$ cat src/rtl/adl_pkg.sv
package adl_pkg;
  typedef enum logic [1:0] {
    MODE_WRITE = 2'd0,
    MODE_HOLD  = 2'd1,
    MODE_DEMUX = 2'd2,
    MODE_CLEAR = 2'd3
  } adl_mode_t;
endpackage

$ cat src/rtl/adl_mode_dec.sv
module adl_mode_dec
  import adl_pkg::*;
(
  input  logic      clear_n,
  input  logic      enable_n,
  output adl_mode_t mode
);
  always_comb begin
    unique case ({clear_n, enable_n})
      2'b10:   mode = MODE_WRITE;
      2'b11:   mode = MODE_HOLD;
      2'b00:   mode = MODE_DEMUX;
      default: mode = MODE_CLEAR;
    endcase
  end
endmodule

$ cat src/rtl/adl_onehot.sv
module adl_onehot #(
  parameter int NUM_BITS = 8,
  localparam int SEL_W = $clog2(NUM_BITS)
) (
  input  logic [SEL_W-1:0]    sel,
  output logic [NUM_BITS-1:0] hit
);
  for (genvar i = 0; i < NUM_BITS; i++) begin : g_hit
    assign hit[i] = (sel == SEL_W'(i));
  end
endmodule

$ cat src/rtl/adl_cell.sv
module adl_cell
  import adl_pkg::*;
(
  input  logic      clk,
  input  adl_mode_t mode,
  input  logic      hit,
  input  logic      din,
  output logic      q
);
  logic nxt;

  always_comb begin
    unique case (mode)
      MODE_WRITE: nxt = hit ? din : q;
      MODE_HOLD:  nxt = q;
      MODE_DEMUX: nxt = hit & din;
      default:    nxt = 1'b0;
    endcase
  end

  always_ff @(posedge clk) q <= nxt;
endmodule

$ cat src/rtl/addr_latch_demux.sv
module addr_latch_demux
  import adl_pkg::*;
#(
  parameter int NUM_BITS = 8,
  localparam int SEL_W = $clog2(NUM_BITS)
) (
  input  logic                clk,
  input  logic                clear_n,
  input  logic                enable_n,
  input  logic [SEL_W-1:0]    sel,
  input  logic                din,
  output logic [NUM_BITS-1:0] q_out
);
  adl_mode_t           mode;
  logic [NUM_BITS-1:0] hit;

  adl_mode_dec u_mode (
    .clear_n (clear_n),
    .enable_n(enable_n),
    .mode    (mode)
  );

  adl_onehot #(.NUM_BITS(NUM_BITS)) u_dec (
    .sel(sel),
    .hit(hit)
  );

  for (genvar i = 0; i < NUM_BITS; i++) begin : g_bit
    adl_cell u_cell (
      .clk (clk),
      .mode(mode),
      .hit (hit[i]),
      .din (din),
      .q   (q_out[i])
    );
  end
endmodule

$ cat config.mk
export PLATFORM = sky130hd
export DESIGN_NAME = addr_latch_demux
export DESIGN_NICKNAME = d
export VERILOG_FILES = /design/src/rtl/adl_pkg.sv /design/src/rtl/adl_mode_dec.sv /design/src/rtl/adl_onehot.sv /design/src/rtl/adl_cell.sv /design/src/rtl/addr_latch_demux.sv
export SDC_FILE = /design/constraint.sdc
export NUM_CORES = 1
export LEC_CHECK = 0
export BUFFER_PORTS_ARGS = -buffer_cell sky130_fd_sc_hd__buf_2
export CAP_MARGIN = 20
export CORE_AREA = 2 2 39 41
export CTS_CLUSTER_SIZE = 12
export DETAILED_ROUTE_END_ITERATION = 12
export DIE_AREA = 0 0 41 43
export PLACE_DENSITY = 0.65
export REMOVE_ABC_BUFFERS = 1
export SKIP_CTS_REPAIR_TIMING = 1
export SLEW_MARGIN = 20
export SYNTH_ARGS = -nofsm -noshare
export SYNTH_HDL_FRONTEND = slang
export SYNTH_SLANG_ARGS = --single-unit
export TNS_END_PERCENT = 5
$ cat constraint.sdc
create_clock -name clk -period 1.3 [get_ports clk]
set_input_delay 0.13 -clock clk [delete_from_list [all_inputs] [get_ports clk]]
set_output_delay 0.13 -clock clk [all_outputs]
set_load 0.02 [all_outputs]
==> run metrics, run 1 <==
vias after detailed routing=348; CTS tree=done; cts bufs inserted=3; proportion of layout cells with a drive suffix above 1=33.93%; pwr dens=1129 nW/um^2; final WL=872 um; setup TNS=0 ps; sequential area share after synthesis=47.88%; Final Max Tran Viols=0; max FFs per register=8; worst hold slack=226.6 ps; # IOs=15; Critical Path Fanout Max=10; Synth Area in XOR/XNOR=0%; Syn Inst Count=50; drt first pass iters=2; status=complete, no violations; Simple-Gate Fraction of Synth Area=19.20%; # nets final=65; n_diodes=0; critical path startpoint category=input pin; met1 Use GR=15.51%; Final period util=73.79%; grt met2 use=16.25%; maximum clock frequency=1.042 GHz; non-filler cells, final=72; Leak Pwr=0.2045 nW; initial antenna violation count=0; Worst setup endpoint=g_bit[0].u_cell.q; main combinational cell family by area after synthesis=simple AND/OR/NAND/NOR gates; Worst slew margin=80.72%; GRT busiest layer=met2; gr usage total=11.54%; Yosys top cell area share=47.88%; H-tree Lvls=1; Post-Place Cells=69; post-synth top area cell=edfxtp_1; Core Footprint=1384 um^2; number of cell rows=14; Setup CP Type=in2reg; number of max-cap violations=0; starting density of the core=36.26%; Adder-Cell Fraction of Synth Area=0%; HP Class=in2reg; DRC errors left=0; largest net degree at the start of global routing=14; Largest regs=g_bit.u_cell.q x8; Clock Sinks=8; post-synthesis mux area share=0%; Compound-Gate Fraction of Synth Area=16.96%; Distinct cells, synth=17; minimum clock period=959.3 ps; Synth area leaders=edfxtp_1 (48%), buf_4 (13%), a21oi_1 (8.0%); arrival time at the worst endpoint=890 ps; crit path from=sel[1]; global-route wire length before repair=1338 um; WL/cell=12.11 um; Syn. warnings=0; Die Height=43 um; global placement routability congestion=0.7783; Largest Register=g_bit.u_cell.q; met3 GRT Util=1.571%; Least-Margin Pin Slew=286.8 ps; Syn-to-layout area delta=7.232%; initial DRC count=5; drt via density=4.833; VDD IR max=278.5 uV; post-route ant nets=0; final hold vios=0; Mapped Area=501.7 um^2; Overflow after GRT=0; Die ar.=1763 um^2; CP required=1230 ps; Seq cells post-synth=8; root buffer cell=clkbuf_4; Final Util=38.88%; Clock Pin Slew Worst Setup and Hold Paths=50 ps; crit path capture type=register; final number of setup-violating endpoints=0; port bufs=14; clk buf depth=2; unrepaired setup endpoints after global routing=no; Die X=41 um; Syn Area/Cell=10.03 um^2; vias in the first global route=308
-- worst min-delay path by stage --
stage | start | to | cells after the start
after floorplan | clear_n | g_bit[0].u_cell.q | 1
after global placement | clear_n | g_bit[0].u_cell.q | 2
after detailed placement | clear_n | g_bit[2].u_cell.q | 2
after CTS | clear_n | g_bit[2].u_cell.q | 2
after global routing | clear_n | g_bit[2].u_cell.q | 2
final | clear_n | g_bit[2].u_cell.q | 2
-- layer usage --
layer	part of all wire (%)	routed length, um	vias to the layer above
met3	4.5	39	2
met1	45	391	150
li1	-	-	187
met4	1.7	15	0
met5	0	0	-
met2	49	425	9
-- layout make-up --
class	instances	area (um^2)
repair buffers	14	70.07
well taps	16	20.02
flip-flops and latches	8	240.2
fillers	144	845.8
clock buffers	3	22.52
inverters	1	3.754
multi-input cells	30	181.4
-- synth_stat cells --
library cell and n:
or3b_2 1, a21oi_1 8, edfxtp_1 8, or3b_1 2, nand2b_1 3, nand3_1 1, o21ai_0 6, or2b_1 1
nand3b_1 3, nand2_1 1, or3_1 1, buf_2 1, o31ai_1 2, or2_2 1, inv_1 1, clkbuf_1 1
buf_4 9
-- logic make-up (layout without fill, tap and decap cells) --
logic type / count (synthesis) / in the layout
buf+inv: 12 / 18
simple gates: 14 / 14
flops: 8 / 8
compound gates: 16 / 16
-- through the flow --
step	instance area, um^2	setup WS, ps	power (mW)
2_1_floorplan	425.4	349.5	0.3832
3_3_place_gp	515.5	152.5	0.4296
3_5_place_dp	515.5	72.19	0.4320
4_1_cts	538.0	333.0	0.6144
5_1_grt	538.0	263.3	0.6404
6_report	538.0	340.7	0.6077
-- worst max-delay path, stage by stage --
cell	delay, ps
buf_2	140
or2_2	330
o31ai_1	280
-- where the power goes --
group | internal [mW] | switching, mW | total [mW]
clock network | 0.105 | 0.0760 | 0.181
registers | 0.309 | 0.00516 | 0.314
logic | 0.0383 | 0.0741 | 0.112
-- placed cells by master, fill, tap and decap left out, drive strengths merged --
cell type / Yosys / layout
or2: 1 / 1
a21oi: 8 / 8
or2b: 1 / 1
edfxtp: 8 / 8
nand3: 1 / 1
clkbuf: 1 / 3
o31ai: 2 / 2
o21ai: 6 / 6
nand2b: 3 / 3
or3: 1 / 1
inv: 1 / 1
nand2: 1 / 1
buf: 10 / 14
or3b: 3 / 3
nand3b: 3 / 3
(Power assumes the default switching activity.)
==> inputs of run 2 (changes only) <==
Settings changed: ABC_AREA set to 1, PLACE_DENSITY 0.65 to 0.61.
Clock period 1.3 ns to 1 ns, I/O delays scaled along.
==> run metrics, run 2 <==
status=complete, no violations; Hold Path End=g_bit[0].u_cell.q; pwr dens=1577 nW/um^2 (+40%); Syn-to-layout area delta=11.76%; Buf/Inv on CP=1 (unchanged); most instantiated cells after synthesis=a21oi_1 (8), buf_4 (8), edfxtp_1 (8); Yosys top cell area share=53.78% (+5.9 points); sequential area share after synthesis=53.78% (+5.9 points); setup TNS=0 ps (unchanged); pre-CTS WS=76.89 ps (+4.701 ps); Syn. warnings=0 (unchanged); CP max stage delay=360 ps (+30 ps); Critical Path Fanout Max=1 (-9); Worst slew margin=87.46% (+6.7 points); Seq cells post-synth=8 (unchanged); Least-Margin Pin Slew=186.1 ps (-100.6 ps); vias in the first global route=324 (+5.2%); most common cell after layout, fill and taps aside=buf_2; logic gate share of total power=17.7% (-0.8 points); worst hold slack=231.5 ps (+4.917 ps); proportion of layout cells with a drive suffix above 1=35.71% (+1.8 points); Syn Inst Count=47 (-6.0%); final number of setup-violating endpoints=0 (unchanged); cts bufs inserted=3 (unchanged); power share of the clock group=30.7% (+0.9 points); maximum clock frequency=1.143 GHz; Leak Pwr=0.2069 nW (+1.2%); Post-Place Cells=69 (unchanged); clk buf depth=2 (unchanged); H-tree Lvls=1 (unchanged); crit path capture type=output pin; gr usage total=11.23% (-0.30 points); vias after detailed routing=354 (+1.7%); top_reg_cell synth=edfxtp_1; critical path startpoint category=register; Pint=0.5809 mW (+28%); Final period util=87.50%; asr flop ratio synth=0% (unchanged); minimum clock period=875.0 ps; critical path's slowest cell=edfxtp_1; Hold Crit Start=clear_n; Largest regs=g_bit.u_cell.q x8; # IOs=15 (unchanged); Reg power frac=51.7% (about the same); drt via density=4.917 (+1.7%); starting density of the core=32.28% (-4.0 points); CP top delay family=flip-flops; Power, Total=0.7872 mW (+30%); drt first pass iters=4 (+2); non-filler cells, final=72 (unchanged); root buffer cell=clkbuf_4; max FFs per register=8 (unchanged); commonest cells after routing, fill and taps aside=buf_2 (14), a21oi_1 (8), edfxtp_1 (8), o21ai_1 (7), nand3_1 (6); port bufs=14 (unchanged); initial antenna violation count=0 (unchanged); post-synth top area cell=edfxtp_1; Overflow after GRT=0 (unchanged); Fill cells=155 (+7.6%); post-route cell area=499.2 um^2 (-7.2%); Die ar.=1763 um^2 (unchanged); Die Height=43 um (unchanged); global-route wire length before repair=1311 um (-2.0%); WL/cell=11.17 um (-7.8%); unrepaired setup endpoints after global routing=no; Clock Pin Slew Worst Setup and Hold Paths=50 ps (about the same); global placement routability congestion=0.8371 (+7.6%); largest net degree at the start of global routing=10 (-4); n_diodes=0 (unchanged); crit path from=g_bit[1].u_cell.q; Distinct cells, synth=11 (-6); DRC errors left=0 (unchanged); HP Class=in2reg; VDD IR max=373.3 uV (+34%); Die X=41 um (unchanged); Final Util=36.08% (-2.8 points); Area after DPL=476.7 um^2 (-7.5%); final worst slack=125.0 ps (-215.7 ps); post-route ant nets=0 (unchanged); EDFF count, synth=8 (unchanged); Synth area leaders=edfxtp_1 (54%), buf_4 (13%), a21oi_1 (9.0%); arrival time at the worst endpoint=770 ps (-120 ps); CTS tree=done; net switching power=0.2063 mW (+33%); Final Max Tran Viols=0 (unchanged); Syn Area/Cell=9.504 um^2 (-5.3%); Clock Sinks=8 (unchanged); crit-path cells=buf_2; Mapped Area=446.7 um^2 (-11%); Setup CP Type=reg2out; number of max-cap violations=0 (unchanged); Core Footprint=1384 um^2 (unchanged); # nets final=65 (unchanged); final WL=804 um (-7.8%); final hold vios=0 (unchanged); Switching Share=26.21% (+0.67 points); Worst Hold Path Cells=2 (unchanged); initial DRC count=8 (+3); CP required=900 ps (-330 ps); Largest Register=g_bit.u_cell.q; number of cell rows=14 (unchanged)
-- run 2: cell count changes in the layout (fill, tap and decap cells not counted), moves of 2 or more --
cell      before  now
o21ai_1        0    7
inv_1          1    3
or3b_1         2    0
o31ai_1        2    0
nand3_1        1    6
o21ai_0        6    1
inv_2          0    2
nand2b_1       3    0
nand3b_1       3    0
-- run 2: cells by family after synthesis --
logic type | Yosys count | synth area share, %
buffers and inverters | 13 | 17.65
and+or+nand+nor | 10 | 10.65
DFF | 8 | 53.78
AOI/OAI and AO/OA | 16 | 17.93
-- run 2: cell type report --
class,instances,area (um^2),area share (%)
clock buffers,3,22.52,4.511
inverters,5,18.77,3.759
multi-input cells,26,127.6,25.56
flip-flops and latches,8,240.2,48.12
well taps,16,20.02,4.010
repair buffers,14,70.07,14.04
-- run 2: worst max path at each step --
stage                              to  slack (ps)  cells after the start
finish                       q_out[1]         130                      1
global route                 q_out[1]          70                      1
detailed placement  g_bit[1].u_cell.q          80                      4
CTS                          q_out[1]         110                      1
floorplan           g_bit[0].u_cell.q         300                      3
global placement    g_bit[0].u_cell.q         120                      4
-- run 2: metal layers --
layer	GRT usage (%)	routed length (um)	vias up
li1	-	-	178
met2	14.06	377	12
met5	0	0	-
met4	10.00	27	0
met1	15.84	370	160
met3	1.571	28	4
-- run 2: power by group through the flow --
stage / combinational [mW] / sequential, mW / clock, mW
5_1_grt: 0.153 / 0.411 / 0.268
3_5_place_dp: 0.140 / 0.414 / 0
3_3_place_gp: 0.137 / 0.413 / 0
2_1_floorplan: 0.0398 / 0.454 / 0
4_1_cts: 0.140 / 0.407 / 0.251
6_report: 0.139 / 0.407 / 0.241
